--- src/rtl/phyctl_pkg.sv ---
// Package: shared bit positions, field record and speed codes for the
// PHY control register. Assumes a 16-bit control word.
package phyctl_pkg;

    localparam int CTRL_W      = 16;
    localparam int SPD_W       = 2;

    // Bit positions that neighbouring logic decodes.
    localparam int POS_RESET   = 15;
    localparam int POS_LOOP    = 14;
    localparam int POS_SPD_LO  = 13;
    localparam int POS_ANE     = 12;
    localparam int POS_PDOWN   = 11;
    localparam int POS_RESTART = 9;
    localparam int POS_DUPLEX  = 8;
    localparam int POS_SPD_HI  = 6;

    // Forced speed codes presented on speed_sel.
    typedef enum logic [SPD_W-1:0] {
        SPEED_10   = 2'b00,
        SPEED_100  = 2'b01,
        SPEED_1000 = 2'b10
    } speed_e;

    // Fields that take effect immediately on a write.
    typedef struct packed {
        logic loop;
        logic spd_hi;
        logic spd_lo;
        logic pdown;
        logic duplex;
    } live_fields_t;

endpackage

--- src/rtl/phyctl_fields.sv ---
// Module: phyctl_fields
// Holds the control fields that take effect on the write edge (loopback,
// speed, power-down, duplex) and flags a power-down exit, which is a write
// that clears power-down while it is set.
// Assumes: wr_en is one write per cycle and the whole word is written.
module phyctl_fields
    import phyctl_pkg::*;
#(
    parameter logic RST_DUPLEX = 1'b1,
    parameter logic RST_LOOP   = 1'b0
) (
    input  logic         clk,
    input  logic         rst_n,
    input  logic         wr_en,
    input  logic         wr_loop,
    input  logic         wr_spd_hi,
    input  logic         wr_spd_lo,
    input  logic         wr_pdown,
    input  logic         wr_duplex,
    output live_fields_t fields,
    output logic         pd_exit
);

    localparam live_fields_t FIELD_DEFAULT = '{
        loop:   RST_LOOP,
        spd_hi: 1'b0,
        spd_lo: 1'b0,
        pdown:  1'b0,
        duplex: RST_DUPLEX
    };

    live_fields_t fields_q;
    live_fields_t fields_d;

    // Gather the written values into the field record.
    always_comb begin
        fields_d        = fields_q;
        fields_d.loop   = wr_loop;
        fields_d.spd_hi = wr_spd_hi;
        fields_d.spd_lo = wr_spd_lo;
        fields_d.pdown  = wr_pdown;
        fields_d.duplex = wr_duplex;
    end

    // Store the immediate fields; a hardware reset restores the defaults.
    always_ff @(posedge clk) begin
        if (!rst_n) begin
            fields_q <= FIELD_DEFAULT;
        end else if (wr_en) begin
            fields_q <= fields_d;
        end
    end

    // A write that clears a set power-down bit is a power-down exit.
    always_comb begin
        pd_exit = wr_en && fields_q.pdown && !wr_pdown;
    end

    assign fields = fields_q;

endmodule

--- src/rtl/phyctl_commit.sv ---
// Module: phyctl_commit
// Keeps the auto-negotiation enable as a shadow and an active copy. It
// tracks the self-clearing reset and restart request bits. At each commit
// event it copies the shadow into the active copy and raises one-cycle
// strobes.
// Assumes: a request bit that is already set absorbs a repeat request, so
// every request lasts exactly one cycle.
module phyctl_commit
    import phyctl_pkg::*;
#(
    parameter logic RST_ANE = 1'b1
) (
    input  logic clk,
    input  logic rst_n,
    input  logic wr_en,
    input  logic wr_ane,
    input  logic wr_reset,
    input  logic wr_restart,
    input  logic pd_exit,
    output logic ane_shadow,
    output logic ane_active,
    output logic reset_req,
    output logic restart_req,
    output logic commit_strobe,
    output logic phy_rst_pulse,
    output logic restart_pulse
);

    logic commit_now;
    logic reset_set;
    logic restart_set;

    // Sources that arm each request bit.
    always_comb begin
        reset_set   = (wr_en && wr_reset) || pd_exit;
        restart_set = (wr_en && wr_restart) || pd_exit;
        commit_now  = reset_req || restart_req;
    end

    // Shadow enable: follows every write.
    always_ff @(posedge clk) begin
        if (!rst_n) begin
            ane_shadow <= RST_ANE;
        end else if (wr_en) begin
            ane_shadow <= wr_ane;
        end
    end

    // Software reset request: set for one cycle, then clears itself.
    always_ff @(posedge clk) begin
        if (!rst_n) begin
            reset_req <= 1'b0;
        end else if (reset_req) begin
            reset_req <= 1'b0;
        end else begin
            reset_req <= reset_set;
        end
    end

    // Restart request: set for one cycle, then clears itself.
    always_ff @(posedge clk) begin
        if (!rst_n) begin
            restart_req <= 1'b0;
        end else if (restart_req) begin
            restart_req <= 1'b0;
        end else begin
            restart_req <= restart_set;
        end
    end

    // Active enable: loads the shadow at a commit event.
    always_ff @(posedge clk) begin
        if (!rst_n) begin
            ane_active <= RST_ANE;
        end else if (commit_now) begin
            ane_active <= ane_shadow;
        end
    end

    // One-cycle strobes toward downstream logic.
    always_ff @(posedge clk) begin
        if (!rst_n) begin
            commit_strobe <= 1'b0;
            phy_rst_pulse <= 1'b0;
            restart_pulse <= 1'b0;
        end else begin
            commit_strobe <= commit_now;
            phy_rst_pulse <= reset_req;
            restart_pulse <= restart_req;
        end
    end

    AST_ANE_ONLY_AT_COMMIT: assert property (@(posedge clk) disable iff (!rst_n)
        (ane_active != $past(ane_active)) |-> commit_strobe);
    AST_RESET_REQ_ONE_CYCLE: assert property (@(posedge clk) disable iff (!rst_n)
        reset_req |=> !reset_req);
    AST_RESTART_REQ_ONE_CYCLE: assert property (@(posedge clk) disable iff (!rst_n)
        restart_req |=> !restart_req);
    AST_PD_EXIT_ARMS_RESET: assert property (@(posedge clk) disable iff (!rst_n)
        (pd_exit && !reset_req) |=> reset_req);
    AST_PD_EXIT_ARMS_RESTART: assert property (@(posedge clk) disable iff (!rst_n)
        (pd_exit && !restart_req) |=> restart_req);
    AST_PULSE_SINGLE: assert property (@(posedge clk) disable iff (!rst_n)
        phy_rst_pulse |=> !phy_rst_pulse);

endmodule

--- src/rtl/phyctl_decode.sv ---
// Module: phyctl_decode
// Derives the effective link controls from the active enable and the
// immediate fields. A forced gigabit speed keeps negotiation on and
// advertises only the duplex that the duplex field selects.
// Assumes: purely combinational; the inputs come straight from registers.
module phyctl_decode
    import phyctl_pkg::*;
(
    input  logic         clk,
    input  logic         rst_n,
    input  logic         ane_active,
    input  live_fields_t fields,
    output logic         aneg_on,
    output logic         adv_gig_full,
    output logic         adv_gig_half,
    output logic [SPD_W-1:0] speed_sel
);

    logic   gig_forced;
    speed_e speed_code;

    // Map the two speed bits; the reserved code folds onto gigabit.
    always_comb begin
        gig_forced = fields.spd_hi;
        if (fields.spd_hi) begin
            speed_code = SPEED_1000;
        end else if (fields.spd_lo) begin
            speed_code = SPEED_100;
        end else begin
            speed_code = SPEED_10;
        end
        speed_sel = speed_code;
    end

    // Negotiation state and gigabit advertisement.
    always_comb begin
        if (ane_active) begin
            aneg_on      = 1'b1;
            adv_gig_full = 1'b1;
            adv_gig_half = 1'b1;
        end else if (gig_forced) begin
            aneg_on      = 1'b1;
            adv_gig_full = fields.duplex;
            adv_gig_half = !fields.duplex;
        end else begin
            aneg_on      = 1'b0;
            adv_gig_full = 1'b0;
            adv_gig_half = 1'b0;
        end
    end

    AST_GIG_KEEPS_ANEG: assert property (@(posedge clk) disable iff (!rst_n)
        fields.spd_hi |-> aneg_on);
    AST_GIG_ONE_DUPLEX: assert property (@(posedge clk) disable iff (!rst_n)
        (!ane_active && fields.spd_hi) |-> $countones({adv_gig_full, adv_gig_half}) == 1);
    AST_ANEG_OFF_QUIET: assert property (@(posedge clk) disable iff (!rst_n)
        (!ane_active && !fields.spd_hi) |-> (!aneg_on && !adv_gig_full && !adv_gig_half));

endmodule

--- src/rtl/phyctl_reg.sv ---
// Module: phyctl_reg
// Top of the PHY control register. It splits the written word into the
// immediate fields and the shadowed negotiation enable, builds the read
// view, and drives the effective link-control outputs.
// Assumes: synchronous active-low reset; reads are combinational.
module phyctl_reg
    import phyctl_pkg::*;
#(
    parameter logic RST_ANE    = 1'b1,
    parameter logic RST_DUPLEX = 1'b1
) (
    input  logic              clk,
    input  logic              rst_n,
    input  logic              wr_en,
    input  logic [CTRL_W-1:0] wr_data,
    output logic [CTRL_W-1:0] rd_data,
    output logic              aneg_on,
    output logic              adv_gig_full,
    output logic              adv_gig_half,
    output logic [SPD_W-1:0]  speed_sel,
    output logic              duplex_full,
    output logic              loopback_on,
    output logic              power_down,
    output logic              commit_strobe,
    output logic              phy_rst_pulse,
    output logic              restart_pulse
);

    live_fields_t fields;
    logic         pd_exit;
    logic         ane_shadow;
    logic         ane_active;
    logic         reset_req;
    logic         restart_req;
    logic         unused_wr_bits;

    // Bits with no function; kept visible so they are not silently lost.
    assign unused_wr_bits = ^{wr_data[10], wr_data[7], wr_data[5:0]};

    phyctl_fields #(
        .RST_DUPLEX (RST_DUPLEX),
        .RST_LOOP   (1'b0)
    ) u_fields (
        .clk       (clk),
        .rst_n     (rst_n),
        .wr_en     (wr_en),
        .wr_loop   (wr_data[POS_LOOP]),
        .wr_spd_hi (wr_data[POS_SPD_HI]),
        .wr_spd_lo (wr_data[POS_SPD_LO]),
        .wr_pdown  (wr_data[POS_PDOWN]),
        .wr_duplex (wr_data[POS_DUPLEX]),
        .fields    (fields),
        .pd_exit   (pd_exit)
    );

    phyctl_commit #(
        .RST_ANE (RST_ANE)
    ) u_commit (
        .clk           (clk),
        .rst_n         (rst_n),
        .wr_en         (wr_en),
        .wr_ane        (wr_data[POS_ANE]),
        .wr_reset      (wr_data[POS_RESET]),
        .wr_restart    (wr_data[POS_RESTART]),
        .pd_exit       (pd_exit),
        .ane_shadow    (ane_shadow),
        .ane_active    (ane_active),
        .reset_req     (reset_req),
        .restart_req   (restart_req),
        .commit_strobe (commit_strobe),
        .phy_rst_pulse (phy_rst_pulse),
        .restart_pulse (restart_pulse)
    );

    phyctl_decode u_decode (
        .clk          (clk),
        .rst_n        (rst_n),
        .ane_active   (ane_active),
        .fields       (fields),
        .aneg_on      (aneg_on),
        .adv_gig_full (adv_gig_full),
        .adv_gig_half (adv_gig_half),
        .speed_sel    (speed_sel)
    );

    // Assemble the read view; unassigned bit positions read zero.
    always_comb begin
        rd_data              = '0;
        rd_data[POS_RESET]   = reset_req;
        rd_data[POS_LOOP]    = fields.loop;
        rd_data[POS_SPD_LO]  = fields.spd_lo;
        rd_data[POS_ANE]     = ane_shadow;
        rd_data[POS_PDOWN]   = fields.pdown;
        rd_data[POS_RESTART] = restart_req;
        rd_data[POS_DUPLEX]  = fields.duplex;
        rd_data[POS_SPD_HI]  = fields.spd_hi;
    end

    // Level outputs taken straight from the immediate fields.
    always_comb begin
        duplex_full = fields.duplex;
        loopback_on = fields.loop;
        power_down  = fields.pdown;
    end

    AST_RESTART_PULSE_SINGLE: assert property (@(posedge clk) disable iff (!rst_n)
        restart_pulse |=> !restart_pulse);
    AST_PULSE_NEEDS_COMMIT: assert property (@(posedge clk) disable iff (!rst_n)
        (phy_rst_pulse || restart_pulse) |-> commit_strobe);

endmodule

--- config.mk ---
export PLATFORM = sky130hd
export DESIGN_NAME = phyctl_reg
export DESIGN_NICKNAME = d
export VERILOG_FILES = /design/src/rtl/phyctl_pkg.sv /design/src/rtl/phyctl_fields.sv /design/src/rtl/phyctl_commit.sv /design/src/rtl/phyctl_decode.sv /design/src/rtl/phyctl_reg.sv
export SDC_FILE = /design/constraint.sdc
export NUM_CORES = 1
export LEC_CHECK = 0
export ABC_CLOCK_PERIOD_IN_PS = 900
export BUFFER_PORTS_ARGS = -buffer_cell sky130_fd_sc_hd__buf_2
export CAP_MARGIN = 10
export CORE_UTILIZATION = 37
export CTS_CLUSTER_DIAMETER = 80
export CTS_CLUSTER_SIZE = 10
export DETAILED_ROUTE_END_ITERATION = 8
export MAX_ROUTING_LAYER = met4
export PLACE_DENSITY = 0.73
export SLEW_MARGIN = 10
export SYNTH_ARGS = -nofsm -noshare
export SYNTH_HDL_FRONTEND = slang
export SYNTH_SLANG_ARGS = --single-unit
--- constraint.sdc ---
create_clock -name clk -period 0.9 [get_ports clk]
set_input_delay 0.09 -clock clk [delete_from_list [all_inputs] [get_ports clk]]
set_output_delay 0.09 -clock clk [all_outputs]
set_load 0.005 [all_outputs]
==> results of run 1 <==
[placed cells by master, fill, tap and decap left out, types with 2 or more instances in the layout]
master	synthesis	routed
a211oi_1	2	2
dfxtp_2	0	4
inv_1	4	3
conb_1	1	8
nand2_1	4	4
and2_1	2	2
clkbuf_4	0	3
dfxtp_4	0	2
buf_2	0	24
mux2i_1	5	5
dfxtp_1	12	6
nor2b_1	5	5
buf_6	1	8
[power by group through the flow]
stage / Sequential (uW) / Clock (uW) / Combinational [uW]
floorplan: 595 / 0 / 129
global placement: 592 / 0 / 154
detailed placement: 595 / 0 / 157
CTS: 586 / 430 / 190
global route: 589 / 466 / 225
finish: 584 / 416 / 198
[worst paths after layout]
kind	slack (ns)	endpoint	cells after the start	start
max	-0.15	aneg_on	2	u_commit.ane_active
min	0.04	u_commit.ane_shadow	3	wr_data[12]
max reg2reg	0.04	u_fields.fields[0]	4	u_fields.fields[0]
min reg2reg	0.45	u_commit.restart_req	1	u_commit.restart_req
[flip-flops by register name (all words and copies together), names as in the netlist]
| signal | flops |
|---|---|
| u_commit.ane_shadow | 1 |
| u_commit.reset_req | 1 |
| u_commit.ane_active | 1 |
| u_commit.commit_strobe | 1 |
| u_commit.restart_pulse | 1 |
| u_fields.fields | 5 |
| u_commit.phy_rst_pulse | 1 |
| u_commit.restart_req | 1 |
[critical path, stage by stage, from the launching register on]
cell	delay [ns]
dfxtp_2	0.34
or2_4	0.24
buf_6	0.11
[cell families after synthesis]
| logic type | synth area share |
|---|---|
| multiplexers | 0.0875 |
| AO/OA/AOI/OAI | 0.0897 |
| buffers and inverters | 0.252 |
| other | 0.00656 |
| flip-flops | 0.420 |
| AND/OR/NAND/NOR | 0.144 |
[repair_timing]
item                                    CTS  global route
buffers inserted                          4             0
pin swaps                                 2             1
endpoints found under the setup margin    8            13
gates resized for setup                  11             7
[cell type report]
class                           count  area, um^2  share of cell area
Clock buffer                        4        36.3              0.0479
Inverter                            4        15.0              0.0198
Multi-Input combinational cell     34         216               0.286
Tap cell                           15        18.8              0.0248
Timing Repair Buffer               33         218               0.288
Sequential cell                    12         253               0.334
[routing by layer]
metal / share of wire / wire length (um)
met5: 0 / 0
met1: 0.42 / 416
met2: 0.51 / 507
met3: 0.057 / 57
met4: 0.019 / 19
[stage by stage]
| step | area, um^2 | setup TNS, ns |
|---|---|---|
| 3_5_place_dp | 641 | 0 |
| 2_1_floorplan | 598 | 0 |
| 5_1_grt | 757 | -0.953 |
| 3_3_place_gp | 641 | 0 |
| 4_1_cts | 738 | -0.604 |
| 6_report | 757 | -0.506 |
==> flow_summary.json, run 1 <==
{
  "status": "complete, but fails checks",
  "violations": "negative setup slack",
  "die_x_um": 41.3,
  "rsz0062_at_grt": "yes",
  "grtUsageMet3": 0.0319,
  "place.gp.congestion": 0.617,
  "synth_top_cell_by_area": "dfxtp_1",
  "min_period_over_period": 1.16,
  "top_usage_layer": "met2",
  "layout-drive-gt1-share": 0.529,
  "dp.cells": 95,
  "fmax_mhz": 954,
  "fin_skew_ns": 0.000446,
  "diodes": 0,
  "ctsLongestPathBuffers": 2,
  "vias": 433,
  "root_buffer": "clkbuf_4",
  "synth_top_area_share": 0.420,
  "start_util": 0.418,
  "met1_usage": 0.148,
  "synth_most_common_cell": "buf_4",
  "hold_slack_ns": 0.0374,
  "final_hold_viol_count": 0,
  "ys.flop_type": "dfxtp_1",
  "crit_path_start_kind": "flop",
  "clk_pin_slew_ns": 0.07,
  "drtIter0Drc": 7,
  "track_usage": 0.142,
  "cts_max_level": 1,
  "synth_area_leaders": "dfxtp_1 42%, buf_4 20%, mux2i_1 8.8%, nor2b_1 5.5%, a211oi_1 2.6%",
  "cts_tree": "yes",
  "yosysUniqueCellTypes": 19,
  "pwr_density_cell_nw_per_um2": 1580,
  "seqPwrFrac": 0.488,
  "clk_latency_ns": 0.26,
  "synth.avg_cell_area_um2": 9.53,
  "critical_path.max_fanout": 3,
  "worstPathRequired_ns": 0.81,
  "crit_path_end_kind": "output pin",
  "netlist_area_um2": 572,
  "postLayoutCoreUtil": 0.554,
  "wl_per_cell_um": 9.79,
  "seq_area_frac_synth": 0.420,
  "core_area_um2": 1370,
  "hpwl_um": 701,
  "dieArea_um2": 1710,
  "async_reset_ff_frac": 0,
  "fin_cells": 102,
  "syn_to_final_growth_pct": 32.4,
  "numCtsBuffers": 3,
  "synth_common_cells": "15 x buf_4, 12 x dfxtp_1, 5 x mux2i_1, 5 x nor2b_1",
  "finalWirelength_um": 999,
  "grt_max_degree": 12,
  "ir_drop_mv": 0.795,
  "total_power_uw": 1200,
  "power.share.combinational": 0.165,
  "p_sw_uw": 275,
  "pre_cts_ws_ns": 0.0857,
  "grt_pass1_vias": 361,
  "antenna_found_initial": 0,
  "timing.final.ws_setup_ns": -0.148,
  "slew_violations": 0,
  "arrival_ns": 0.96,
  "final_nets": 107,
  "io_buffer_count": 29,
  "post-route-min-period_ns": 1.05,
  "ios": 46,
  "vias_per_cell": 4.25,
  "worstHoldPathType": "input port to flop",
  "crit_type": "flop to output pin",
  "cap_violations": 0,
  "globalRouteOverflowTotal": 0,
  "drc": 0,
  "synthCells": 60,
  "power.leakage_uw": 0.000405,
  "hold_buffers": 0,
  "grt_pass1_wl_mm": 1.45,
  "cellInternalPower_uw": 923,
  "rows": 13,
  "ys_ff_latch": 12,
  "pwr-share-clk": 0.347,
  "dr.pass1.iters": 4,
  "yosysWarnings": 0,
  "fp.dieH_um": 41.3,
  "numClockSinks": 12,
  "setup_viol": 8,
  "switching_share": 0.229,
  "synth_edf_count": 0,
  "met2_usage": 0.227,
  "nFillCells": 128,
  "ant_nets": 0
}
No activity file was read; power rests on OpenSTA's default activity.
==> run 2: changes to the inputs <==
- REMOVE_ABC_BUFFERS: default -> 1
==> run 2 against run 1 <==
Compared with the run above: the flow still finishes with violations (negative setup slack); worst hold slack better by 0.0033 ns; routed wire length is 18% lower; worst setup slack improved by 0.023 ns; core utilization decreased by 1.2 points; first-iteration DRC count shrank 43%; sequential power about the same; via count is 0.46% higher; fmax is 2.3% higher; critical path depth did not move; non-clock buffer count fell by 1; combinational power down 4%; register-to-register slack improved by 0.09 ns; largest cell class unchanged; largest power group unchanged.
==> flow_summary.json, run 2 (synthesis gave the netlist of run 1 again) <==
{
  "root_buffer": "clkbuf_4",
  "track_usage": 0.119,
  "final_hold_viol_count": 0,
  "cp_cell_sequence": "or2_4, buf_6",
  "ctsLongestPathBuffers": 2,
  "crit_path_start_kind": "flop",
  "grt_pass1_wl_mm": 1.23,
  "die_x_um": 41.3,
  "wl_per_cell_um": 8.15,
  "rsz0062_at_grt": "yes",
  "largest_register_ffs": 5,
  "timing.final.ws_setup_ns": -0.125,
  "clk_latency_ns": 0.26,
  "ir_drop_mv": 0.870,
  "antenna_found_initial": 0,
  "final_common_cell": "buf_2",
  "vias_per_cell": 4.31,
  "cts_tree": "yes",
  "hpwl_um": 650,
  "core_area_um2": 1370,
  "fmax_mhz": 976,
  "dr.pass1.iters": 2,
  "pwr-share-clk": 0.343,
  "worstPathRequired_ns": 0.81,
  "layout-drive-gt1-share": 0.523,
  "rows": 13,
  "switching_share": 0.219,
  "slew_violations": 0,
  "numCtsBuffers": 3,
  "fin_skew_ns": 0.000313,
  "worstHoldPathType": "input port to flop",
  "io_buffer_count": 29,
  "slowest_stage": "dfxtp_2",
  "drtIter0Drc": 4,
  "dieArea_um2": 1710,
  "min_path_cells": 3,
  "pwr_density_cell_nw_per_um2": 1590,
  "start_util": 0.418,
  "power.leakage_uw": 0.000398,
  "critPathMaxStageDelay_ns": 0.33,
  "p_sw_uw": 259,
  "fp.dieH_um": 41.3,
  "critical_path.max_fanout": 3,
  "pre_cts_ws_ns": 0.0881,
  "crit_path_end_kind": "output pin",
  "syn_to_final_growth_pct": 29.5,
  "drc": 0,
  "status": "complete, but fails checks",
  "cap_violations": 0,
  "ios": 46,
  "diodes": 0,
  "setup_viol": 8,
  "r2r_cells": 3,
  "place.gp.congestion": 0.658,
  "final_nets": 106,
  "finalWirelength_um": 823,
  "cellInternalPower_uw": 921,
  "crit_type": "flop to output pin",
  "power.share.combinational": 0.161,
  "numClockSinks": 12,
  "arrival_ns": 0.93,
  "cts_max_level": 1,
  "vias": 435,
  "ant_nets": 0,
  "postLayoutCoreUtil": 0.542,
  "nFillCells": 131,
  "min_period_over_period": 1.14,
  "seqPwrFrac": 0.497,
  "globalRouteOverflowTotal": 0,
  "grt_pass1_vias": 317,
  "hold_slack_ns": 0.0408,
  "post-route-min-period_ns": 1.02,
  "clk_pin_slew_ns": 0.07,
  "layout_common_cells": "24 x buf_2, 8 x conb_1, 7 x buf_6, 6 x dfxtp_2, 6 x dfxtp_1",
  "violations": "negative setup slack",
  "grt_max_degree": 12
}
==> run 2: cell types whose count changed in the layout (fill, tap and decap cells not counted) <==
cell,delta
dfxtp_4,-2
buf_6,-1
dfxtp_2,+2
==> run 2: final timing paths <==
check	start	slack (ns)	end
max reg2reg	u_fields.fields[3]	0.13	u_fields.fields[3]
min reg2reg	u_commit.reset_req	0.45	u_commit.reset_req
max	u_commit.ane_active	-0.12	aneg_on
min	wr_data[12]	0.04	u_commit.ane_shadow
==> run 2: metrics by stage <==
| step | TNS [ns] | power (uW) | cell area, um^2 | instances |
|---|---|---|---|---|
| 5_1_grt | -0.765 | 1260 | 741 | 101 |
| 6_report | -0.372 | 1180 | 741 | 101 |
| 3_5_place_dp | 0 | 750 | 641 | 95 |
| 3_3_place_gp | 0 | 747 | 641 | 95 |
| 2_1_floorplan | 0 | 660 | 469 | 50 |
| 4_1_cts | -0.511 | 1190 | 723 | 101 |
==> run 2: repair_timing <==
item,in CTS,in global routing
setup endpoints to repair,8,9
buffers inserted,2,0
pin swaps,2,0
hold buffers,0,0
gates cloned,0,0
gates resized for setup,11,4
==> run 2: area by class of cell <==
cell class	count	area (um^2)	share of cell area
flip-flops and latches	12	248	0.334
multi-input cells	34	216	0.292
repair buffers	32	206	0.279
clock buffers	4	36.3	0.0490
well taps	15	18.8	0.0253
inverters	4	15.0	0.0203
==> run 2: critical path: cells and delay by family (launching register included) <==
kind / cells / cell delay, ns
flops: 1 / 0.33
buf+inv: 1 / 0.11
simple gates: 1 / 0.24
==> run 2: metal layers <==
metal  up-vias  wire length [um]  GRT usage
met2        29               361      0.188
met5         -                 0          -
met3         0                83     0.0479
met4         0                 0     0.0726
met1       184               378      0.124
li1        222                 -          -
==> run 2: power by group through the flow <==
stage,clock (uW),combinational [uW],sequential [uW]
after detailed placement,0,157,593
after floorplan,0,61.9,598
after global placement,0,154,593
after global routing,452,215,591
after CTS,419,182,585
final,405,190,586
==> run 3: changes to the inputs <==
--- a/config.mk
+++ b/config.mk
@@ -16,4 +16,5 @@
 export PLACE_DENSITY = 0.73
 export REMOVE_ABC_BUFFERS = 1
+export SKIP_LAST_GASP = 1
 export SLEW_MARGIN = 10
 export SYNTH_ARGS = -nofsm -noshare
==> constraint.sdc (replaced) <==
create_clock -name clk -period 0.9 [get_ports clk]
set_input_delay 0.09 -clock clk [delete_from_list [all_inputs] [get_ports clk]]
set_output_delay 0.09 -clock clk [all_outputs]
set_load 0.01 [all_outputs]
==> run 3 against run 2 <==
Compared with the run above: the flow still finishes with violations (negative setup slack); count of clock-buffer cells in the layout is the same; first-iteration DRC count grew 50%; sequential share of layout area grew 0.50 points; clock power is essentially flat; non-clock buffer count shrank 1; sequential power shrank 0.7%; critical endpoint is now adv_gig_half.
==> flow_summary.json, run 3 (synthesis gave the netlist of run 1 again) <==
{
  "worstHoldPathType": "input port to flop",
  "place.gp.congestion": 0.658,
  "worstPathRequired_ns": 0.81,
  "switching_share": 0.237,
  "slew_violations": 0,
  "worst_hold_startpoint": "wr_data[12]",
  "final_nets": 105,
  "rows": 13,
  "numClockSinks": 12,
  "start_util": 0.418,
  "layout_common_cells": "23 x buf_2, 8 x conb_1, 8 x buf_6",
  "crit_path_start_kind": "flop",
  "arrival_ns": 0.95,
  "vias": 436,
  "post-route-min-period_ns": 1.04,
  "rsz0062_at_grt": "yes",
  "ir_drop_mv": 0.875,
  "r2r_cells": 3,
  "crit_path_end_kind": "output pin",
  "diodes": 0,
  "crit_type": "flop to output pin",
  "numCtsBuffers": 3,
  "dr.pass1.iters": 3,
  "path_buf_inv": 2,
  "layout-drive-gt1-share": 0.529,
  "dp.cells": 95,
  "syn_to_final_growth_pct": 30.9,
  "finalWirelength_um": 836,
  "grt_pass1_vias": 330,
  "seqPwrFrac": 0.482,
  "largest_register_ffs": 5,
  "drc": 0,
  "dieArea_um2": 1710,
  "fin_cells": 100,
  "fp.dieH_um": 41.3,
  "pwr_density_cell_nw_per_um2": 1610,
  "status": "complete, but fails checks",
  "postLayoutCoreUtil": 0.548,
  "min_path_cells": 3,
  "globalRouteOverflowTotal": 0,
  "total_power_uw": 1210,
  "hold_buffers": 0,
  "final_hold_viol_count": 0,
  "clk_pin_slew_ns": 0.07,
  "grt_max_degree": 12,
  "power.leakage_uw": 0.000399,
  "io_buffer_count": 29,
  "drtIter0Drc": 6,
  "track_usage": 0.120,
  "ant_nets": 0,
  "slowest_stage": "dfxtp_2",
  "root_buffer": "clkbuf_4",
  "ctsLongestPathBuffers": 2,
  "wl_per_cell_um": 8.36,
  "grt_pass1_wl_mm": 1.24,
  "cp.depth": 3,
  "critPathMaxStageDelay_ns": 0.34,
  "hold_slack_ns": 0.0398,
  "crit_family": "flip-flops",
  "startpoint": "u_fields.fields[0]",
  "min_period_over_period": 1.16,
  "setup_viol": 8,
  "pre_cts_ws_ns": 0.0753,
  "fmax_mhz": 960,
  "power.share.combinational": 0.182,
  "fin_skew_ns": 0.000622,
  "cts_max_level": 1,
  "cap_violations": 0,
  "antenna_found_initial": 0,
  "violations": "negative setup slack",
  "timing.final.ws_setup_ns": -0.142,
  "core_area_um2": 1370,
  "clk_latency_ns": 0.26,
  "hpwl_um": 650,
  "vias_per_cell": 4.36,
  "pwr-share-clk": 0.336,
  "cp_cell_sequence": "inv_1, a21o_1, buf_6",
  "critical_path.max_fanout": 2,
  "p_sw_uw": 286,
  "cellInternalPower_uw": 921,
  "final_common_cell": "buf_2",
  "cts_tree": "yes",
  "die_x_um": 41.3,
  "ios": 46,
  "timing.rr.start": "u_fields.fields[3]"
}
==> run 3: timing repair <==
action,in CTS,in global routing
gates resized for setup,10,9
pin swaps,1,1
buffers inserted,1,0
setup endpoints to repair,8,13
==> run 3: final cells by class <==
class,count,area (um^2)
Fill cell,130,618
Sequential cell,12,254
Multi-Input combinational cell,34,219
Timing Repair Buffer,31,205
Clock buffer,4,36.3
Tap cell,15,18.8
Inverter,4,15.0
==> run 3: path summary, 6_finish.rpt <==
path | slack, ns | end
setup / recovery | -0.14 | adv_gig_half
hold reg to reg | 0.44 | u_commit.reset_req
setup reg to reg | 0.13 | u_fields.fields[3]
hold / removal | 0.04 | u_commit.ane_shadow
==> run 3: metrics by stage <==
stage | cell area (um^2) | setup TNS (ns)
2_1_floorplan | 469 | 0
3_3_place_gp | 641 | 0
3_5_place_dp | 641 | 0
4_1_cts | 716 | -0.690
5_1_grt | 748 | -0.953
6_report | 748 | -0.563
==> run 3: layer usage <==
metal,track usage,routed length [um],up-vias
li1,-,-,222
met1,0.124,376,185
met2,0.191,382,29
met3,0.0479,77,0
met4,0.0726,0,0
met5,-,0,-
==> run 3: worst register-to-register path: cells and delay by family, from the launching register on <==
kind                   cells  cell delay, ns
buffers and inverters      1            0.12
DFF                        1            0.34
muxes                      1            0.14
and+or+nand+nor            1            0.06
==> run 3: power by group through the flow <==
stage / Clock, uW / Combinational, uW / Sequential, uW
floorplan: 0 / 74.3 / 612
global route: 452 / 245 / 587
detailed placement: 0 / 184 / 593
finish: 406 / 219 / 582
CTS: 419 / 205 / 584
global placement: 0 / 181 / 593
